**config.mk**
```make
export PLATFORM = sky130hd
export DESIGN_NAME = spi_master_auto
export DESIGN_NICKNAME = d
export VERILOG_FILES = /design/src/rtl/spi_master_pkg.sv /design/src/rtl/spi_half_timer.sv /design/src/rtl/spi_shift_unit.sv /design/src/rtl/spi_master_auto.sv
export SDC_FILE = /design/constraint.sdc
export NUM_CORES = 1
export LEC_CHECK = 0
export CAP_MARGIN = 20
export CELL_PAD_IN_SITES_DETAIL_PLACEMENT = 0
export CELL_PAD_IN_SITES_GLOBAL_PLACEMENT = 1
export CORE_MARGIN = 5
export CORE_UTILIZATION = 41
export DETAILED_ROUTE_END_ITERATION = 8
export PLACE_DENSITY = 0.78
export SYNTH_ARGS = -nofsm -noshare
export SYNTH_HDL_FRONTEND = slang
export SYNTH_SLANG_ARGS = --single-unit
```
**constraint.sdc**
```tcl
create_clock -name clk -period 3.17 [get_ports clk]
set_clock_uncertainty 0.2 [all_clocks]
set_input_delay 0.7925 -clock clk [delete_from_list [all_inputs] [get_ports clk]]
set_output_delay 0.7925 -clock clk [all_outputs]
set_load 0.03 [all_outputs]
```
**src/rtl/spi_master_pkg.sv**
```systemverilog
package spi_master_pkg;
  localparam int unsigned FRAME_BITS = 8;
  localparam int unsigned IDX_W      = $clog2(FRAME_BITS);
  localparam int unsigned HALF_LAST  = 2 * FRAME_BITS;       // trailing half after last bit
  localparam int unsigned HALF_W     = $clog2(HALF_LAST + 1);

  typedef logic [FRAME_BITS-1:0] frame_t;
  typedef logic [HALF_W-1:0]     half_t;
  typedef logic [IDX_W-1:0]      idx_t;

  // position in the byte of the k-th serial bit
  function automatic idx_t wire_pos(input logic lsb_first, input idx_t k);
    return lsb_first ? k : (idx_t'(FRAME_BITS - 1) - k);
  endfunction
endpackage

```
**src/rtl/spi_half_timer.sv**
```systemverilog
module spi_half_timer #(
  parameter int unsigned DIV_W = 8
) (
  input  logic             clk,
  input  logic             rst_n,
  input  logic             run,
  input  logic [DIV_W-1:0] half_div,
  output logic             tick
);
  logic [DIV_W-1:0] cnt_q, cnt_d;
  logic             at_end;

  always_comb begin
    at_end = (cnt_q == half_div);
    if (!run || at_end) cnt_d = '0;
    else                cnt_d = cnt_q + 1'b1;
    tick = run && at_end;
  end

  always_ff @(posedge clk or negedge rst_n) begin
    if (!rst_n) cnt_q <= '0;
    else        cnt_q <= cnt_d;
  end
endmodule

```
**src/rtl/spi_shift_unit.sv**
```systemverilog
module spi_shift_unit
  import spi_master_pkg::*;
(
  input  logic   clk,
  input  logic   rst_n,
  input  logic   load,
  input  frame_t load_data,
  input  logic   lsb_first,
  input  logic   cpha,
  input  logic   drive_en,
  input  idx_t   drive_k,
  input  logic   sample_en,
  input  idx_t   sample_k,
  input  logic   miso,
  output logic   mosi,
  output frame_t rx_byte
);
  frame_t tx_q, tx_d, rx_q, rx_d;
  logic   mosi_q, mosi_d;

  always_comb begin
    tx_d   = tx_q;
    rx_d   = rx_q;
    mosi_d = mosi_q;
    if (load) begin
      tx_d = load_data;
      if (!cpha) mosi_d = load_data[wire_pos(lsb_first, '0)];
    end
    if (drive_en)  mosi_d = tx_q[wire_pos(lsb_first, drive_k)];
    if (sample_en) rx_d[wire_pos(lsb_first, sample_k)] = miso;
  end

  always_ff @(posedge clk or negedge rst_n) begin
    if (!rst_n) begin
      tx_q   <= '0;
      rx_q   <= '0;
      mosi_q <= 1'b0;
    end else begin
      if (load)      tx_q   <= tx_d;
      if (sample_en) rx_q   <= rx_d;
      mosi_q <= mosi_d;
    end
  end

  assign mosi    = mosi_q;
  assign rx_byte = rx_q;
endmodule

```
**src/rtl/spi_master_auto.sv**
```systemverilog
module spi_master_auto
  import spi_master_pkg::*;
#(
  parameter int unsigned DIV_W = 8
) (
  input  logic             clk,
  input  logic             rst_n,
  input  logic             tx_wr,
  input  logic [7:0]       tx_wdata,
  input  logic             rx_rd,
  output logic [7:0]       rx_rdata,
  input  logic             flt_ack,
  input  logic             cpol,
  input  logic             cpha,
  input  logic             lsb_first,
  input  logic [DIV_W-1:0] half_div,
  input  logic             fault_det_en,
  input  logic             ss_auto_en,
  input  logic             rx_irq_en,
  input  logic             tx_irq_en,
  input  logic             miso,
  input  logic             ss_in_n,
  output logic             sclk,
  output logic             mosi,
  output logic             ss_n,
  output logic             tx_empty,
  output logic             rx_full,
  output logic             mode_fault,
  output logic             irq
);
  logic   run_q, run_d, txe_q, txe_d, rxf_q, rxf_d, flt_q, flt_d;
  half_t  h_q, h_d, nh;
  frame_t txbuf_q, txbuf_d, rxbuf_q, rxbuf_d, rx_byte;
  logic   tick, mid, odd_ent, even_ent, end_ev, flt_cond, start;
  logic   drive_en, sample_en;
  idx_t   drive_k, sample_k;

  spi_half_timer #(.DIV_W(DIV_W)) u_timer (
    .clk(clk), .rst_n(rst_n), .run(run_q), .half_div(half_div), .tick(tick)
  );

  // half-period sequencing: halves 0..HALF_LAST, sclk active in odd halves
  always_comb begin
    nh        = h_q + 1'b1;
    end_ev    = tick && (h_q == half_t'(HALF_LAST));
    mid       = tick && (h_q != half_t'(HALF_LAST));
    odd_ent   = mid && nh[0];
    even_ent  = mid && !nh[0];
    drive_en  = cpha ? odd_ent : (even_ent && (nh != half_t'(HALF_LAST)));
    drive_k   = cpha ? h_q[IDX_W:1] : nh[IDX_W:1];
    sample_en = cpha ? even_ent : odd_ent;
    sample_k  = h_q[IDX_W:1];
    flt_cond  = fault_det_en && !ss_auto_en && !ss_in_n;
    start     = !run_q && !txe_q && !flt_q && !flt_cond;
  end

  spi_shift_unit u_shift (
    .clk(clk), .rst_n(rst_n), .load(start), .load_data(txbuf_q),
    .lsb_first(lsb_first), .cpha(cpha),
    .drive_en(drive_en), .drive_k(drive_k),
    .sample_en(sample_en), .sample_k(sample_k),
    .miso(miso), .mosi(mosi), .rx_byte(rx_byte)
  );

  // next state
  always_comb begin
    run_d   = run_q;
    h_d     = h_q;
    txe_d   = txe_q;
    txbuf_d = txbuf_q;
    rxf_d   = rxf_q;
    rxbuf_d = rxbuf_q;
    flt_d   = flt_q;

    if (flt_cond)    run_d = 1'b0;
    else if (start)  begin run_d = 1'b1; h_d = '0; end
    else if (end_ev) run_d = 1'b0;
    else if (tick)   h_d = nh;

    if (start) txe_d = 1'b1;
    if (tx_wr) begin txe_d = 1'b0; txbuf_d = tx_wdata; end

    if (rx_rd) rxf_d = 1'b0;
    if (end_ev && !flt_cond) begin rxf_d = 1'b1; rxbuf_d = rx_byte; end

    if (flt_ack)  flt_d = 1'b0;
    if (flt_cond) flt_d = 1'b1;
  end

  always_ff @(posedge clk or negedge rst_n) begin
    if (!rst_n) begin
      run_q   <= 1'b0;
      h_q     <= '0;
      txe_q   <= 1'b1;
      txbuf_q <= '0;
      rxf_q   <= 1'b0;
      rxbuf_q <= '0;
      flt_q   <= 1'b0;
    end else begin
      run_q <= run_d;
      h_q   <= h_d;
      txe_q <= txe_d;
      if (tx_wr) txbuf_q <= txbuf_d;
      rxf_q <= rxf_d;
      if (end_ev) rxbuf_q <= rxbuf_d;
      flt_q <= flt_d;
    end
  end

  assign sclk       = cpol ^ (run_q && h_q[0]);
  assign ss_n       = !(fault_det_en && ss_auto_en && run_q);
  assign tx_empty   = txe_q;
  assign rx_full    = rxf_q;
  assign rx_rdata   = rxbuf_q;
  assign mode_fault = flt_q;
  assign irq        = (rx_irq_en && (rxf_q || flt_q)) || (tx_irq_en && txe_q);
endmodule

```
==> metrics.txt <==
Worst setup SP type=input port; CP Data Arrival Time=~2000 ps; Root Driver=clkbuf_8; ys async rst share=1.00; reg2reg end=h_q[4]$_DFFE_PN0P_; Post-DRT Antenna Nets=0; crit end category=output port; H-Tree Depth=2; global-route wire length before repair=roughly 11000 µm; Mapped Cells=a little under 300; Crit path largest cell delay=690 ps; crit-path most repeated cell=clkdlybuf4s50_1; Die W=a little over 90 µm; Slowest cell on crit path=clkdlybuf4s50_1; leading cell type in the layout, fill and taps excluded=dfrtp_1; area of the multi-input gates=about 0.0014 mm²; RSZ-0062 raised after global routing=false; Max VDD drop=~0.26 mV; Top FF cell, synth=dfrtp_1; syn_nets=330; routed length per instance=about 14 µm; commonest cells after routing, fill and taps aside=dfrtp_1, clkdlybuf4s50_1, nand2_1; WP depth=3; clock buffer count from CTS=5; count of different cell masters after synthesis=52; Max-slew headroom=0.617; Remaining Overflow, GRT=0; Reg2Reg Depth=7; Yosys warnings=0; GRT Total Usage=0.153; final period utilization=0.964; FF-to-FF setup slack=between 600 and 700 ps; Static Leak=approximately 1.5 nW; Die Y=around 90 µm; Buffers on Ports=44; vias in the first global route=between 2000 and 2500; Layout Nets=approximately 380; # setup viols final=0; Fin. Hold Viols=0; post_cts resized=0; Seq/Total Area, Yosys=0.447; critical path data required time=~2200 ps; die area=between 0.008 and 0.009 mm²; Tmin final=~3000 ps; max_cap viols=0; status=complete, no violations; Layout area overhead=25.8%; hpwl dp=approximately 4800 µm; hold_buf cts=0; Rows=30; DRC Markers=0; worst setup path start=cpol; routability cong.=about 0.84; via count=about 2300; core area=~0.0067 mm²; Post-Route WL=between 6000 and 7000 µm; crit path to=sclk; fillers=608; CTS tree=yes; f_max=327 MHz; first-iteration detailed-routing DRC count=about 140; initial antenna violation count=0; CP cell instances=clkdlybuf4s50_1 -> xnor2_1 -> clkdlybuf4s50_1; starting density of the core=0.417; r2r startpoint=h_q[0]$_DFFE_PN0P_; Boundary Pins=between 40 and 50; Seq cells post-synth=50; Top delay family on crit path=buffers and inverters; worst slew pin tran=around 570 ps; number of flops mapped to enable cells by yosys=0; post-DR vias/cell=approximately 5.3; synthesized area=around 0.0028 mm²; largest net degree at the start of global routing=21; n_diodes=0; Crit path buffers/inverters=2; WS Path Type=input port to output port; Power Total=between 1.5 and 2 mW; syn_area_per_cell=9.43 µm²; Seq. cell area=0.00125 mm²; layout cells sized above 1=0.140; buffer count from post-CTS setup fixing=0; critical path peak fanout=1; worst skew pair latency=around 300 ps; Initial DRT Pass Iterations=4; Pwr Density=512 mW/mm²; Setup TNS Final=0 ps; Hold Crit Class=input port to async pin; CTS Sinks=50; Bufs on Longest Clock Path=2; Slew Limit Fails=0; CTS clk-pin slew, worst paths=90 ps
synthesized netlist by cell type, types with 6 or more instances:
cell	count	share of area
nor2_1	30	0.040
a21oi_1	7	0.013
inv_1	11	0.015
nand3_1	19	0.034
xor2_1	8	0.025
xnor2_1	12	0.038
clkbuf_1	9	0.012
mux2i_1	8	0.029
o21ai_0	11	0.020
a221oi_1	6	0.019
dfrtp_1	49	0.44
mux2_2	15	0.060
nand2_1	42	0.056
cell type report:
class	count	share of cell area
clock buffer	6	0.0234
clock inverter	1	0.00852
timing repair buffer	62	0.162
sequential	50	0.355
tap	80	0.0284
inverter	11	0.0117
multi-input combinational	221	0.411
flip-flops by register name (all words and copies together), names as in the netlist:
name and cells:
txbuf_q 8, u_shift.tx_q 8, h_q 5, rx_rdata 8, mode_fault 1, u_shift.rx_byte 8
u_timer.cnt_q 8, u_shift.mosi 1, tx_empty 1, rx_full 1, run_q 1
cells by family (layout without fill, tap and decap cells):
logic type	after synthesis	after routing	synth area share
AO/OA/AOI/OAI	45	45	0.109
XOR/XNOR	22	22	0.0741
adder cells (fa/ha/maj)	3	3	0.0134
buffers and inverters	26	80	0.0362
flip-flops	50	50	0.447
multiplexers	24	24	0.0929
AND/OR/NAND/NOR	127	127	0.227
worst min path at each step:
stage / from / endpoint / depth (start not counted)
2_1_floorplan: txbuf_q[1]$_DFFE_PN0P_ / u_shift.tx_q[1]$_DFFE_PN0P_ / 2
6_report: rst_n / h_q[0]$_DFFE_PN0P_ / 1
4_1_cts: rst_n / u_shift.rx_byte[1]$_DFFE_PN0P_ / 1
3_3_place_gp: txbuf_q[1]$_DFFE_PN0P_ / u_shift.tx_q[1]$_DFFE_PN0P_ / 2
3_5_place_dp: txbuf_q[1]$_DFFE_PN0P_ / u_shift.tx_q[1]$_DFFE_PN0P_ / 2
5_1_grt: rst_n / h_q[0]$_DFFE_PN0P_ / 1
worst register-to-register path, delay by kind of cell, from the launching register on:
family / cells / cell delay (ps)
and+or+nand+nor: 4 / 1030
DFF: 1 / 550
AOI/OAI and AO/OA: 1 / 300
adders and majority gates: 1 / 240
buffers and inverters: 1 / 140
power by group:
part	total [mW]	internal [mW]	switching, mW
logic	0.503	0.234	0.269
registers	0.842	0.743	0.0991
clock network	0.459	0.253	0.207
total	1.80	1.23	0.575
per-layer routing:
metal,vias up,track usage,routed length [µm]
met4,0,0.0330,29
met3,2,0.0301,245
met5,-,0,0
met2,50,0.241,2820
met1,1090,0.218,3140
li1,1157,-,-
per-stage QoR:
stage                     cells   util  cell area (µm²)  worst slack (ps)  hold slack (ps)
after detailed placement    424  0.508             3410              22.9              256
after global placement      424  0.508             3410              66.8              255
final                       431  0.525             3520               114              203
after global routing        431  0.525             3520              83.9              218
after floorplan             297      -             2800               600              235
after CTS                   431  0.525             3520               108              211
Power figures use the tool's default switching activity.
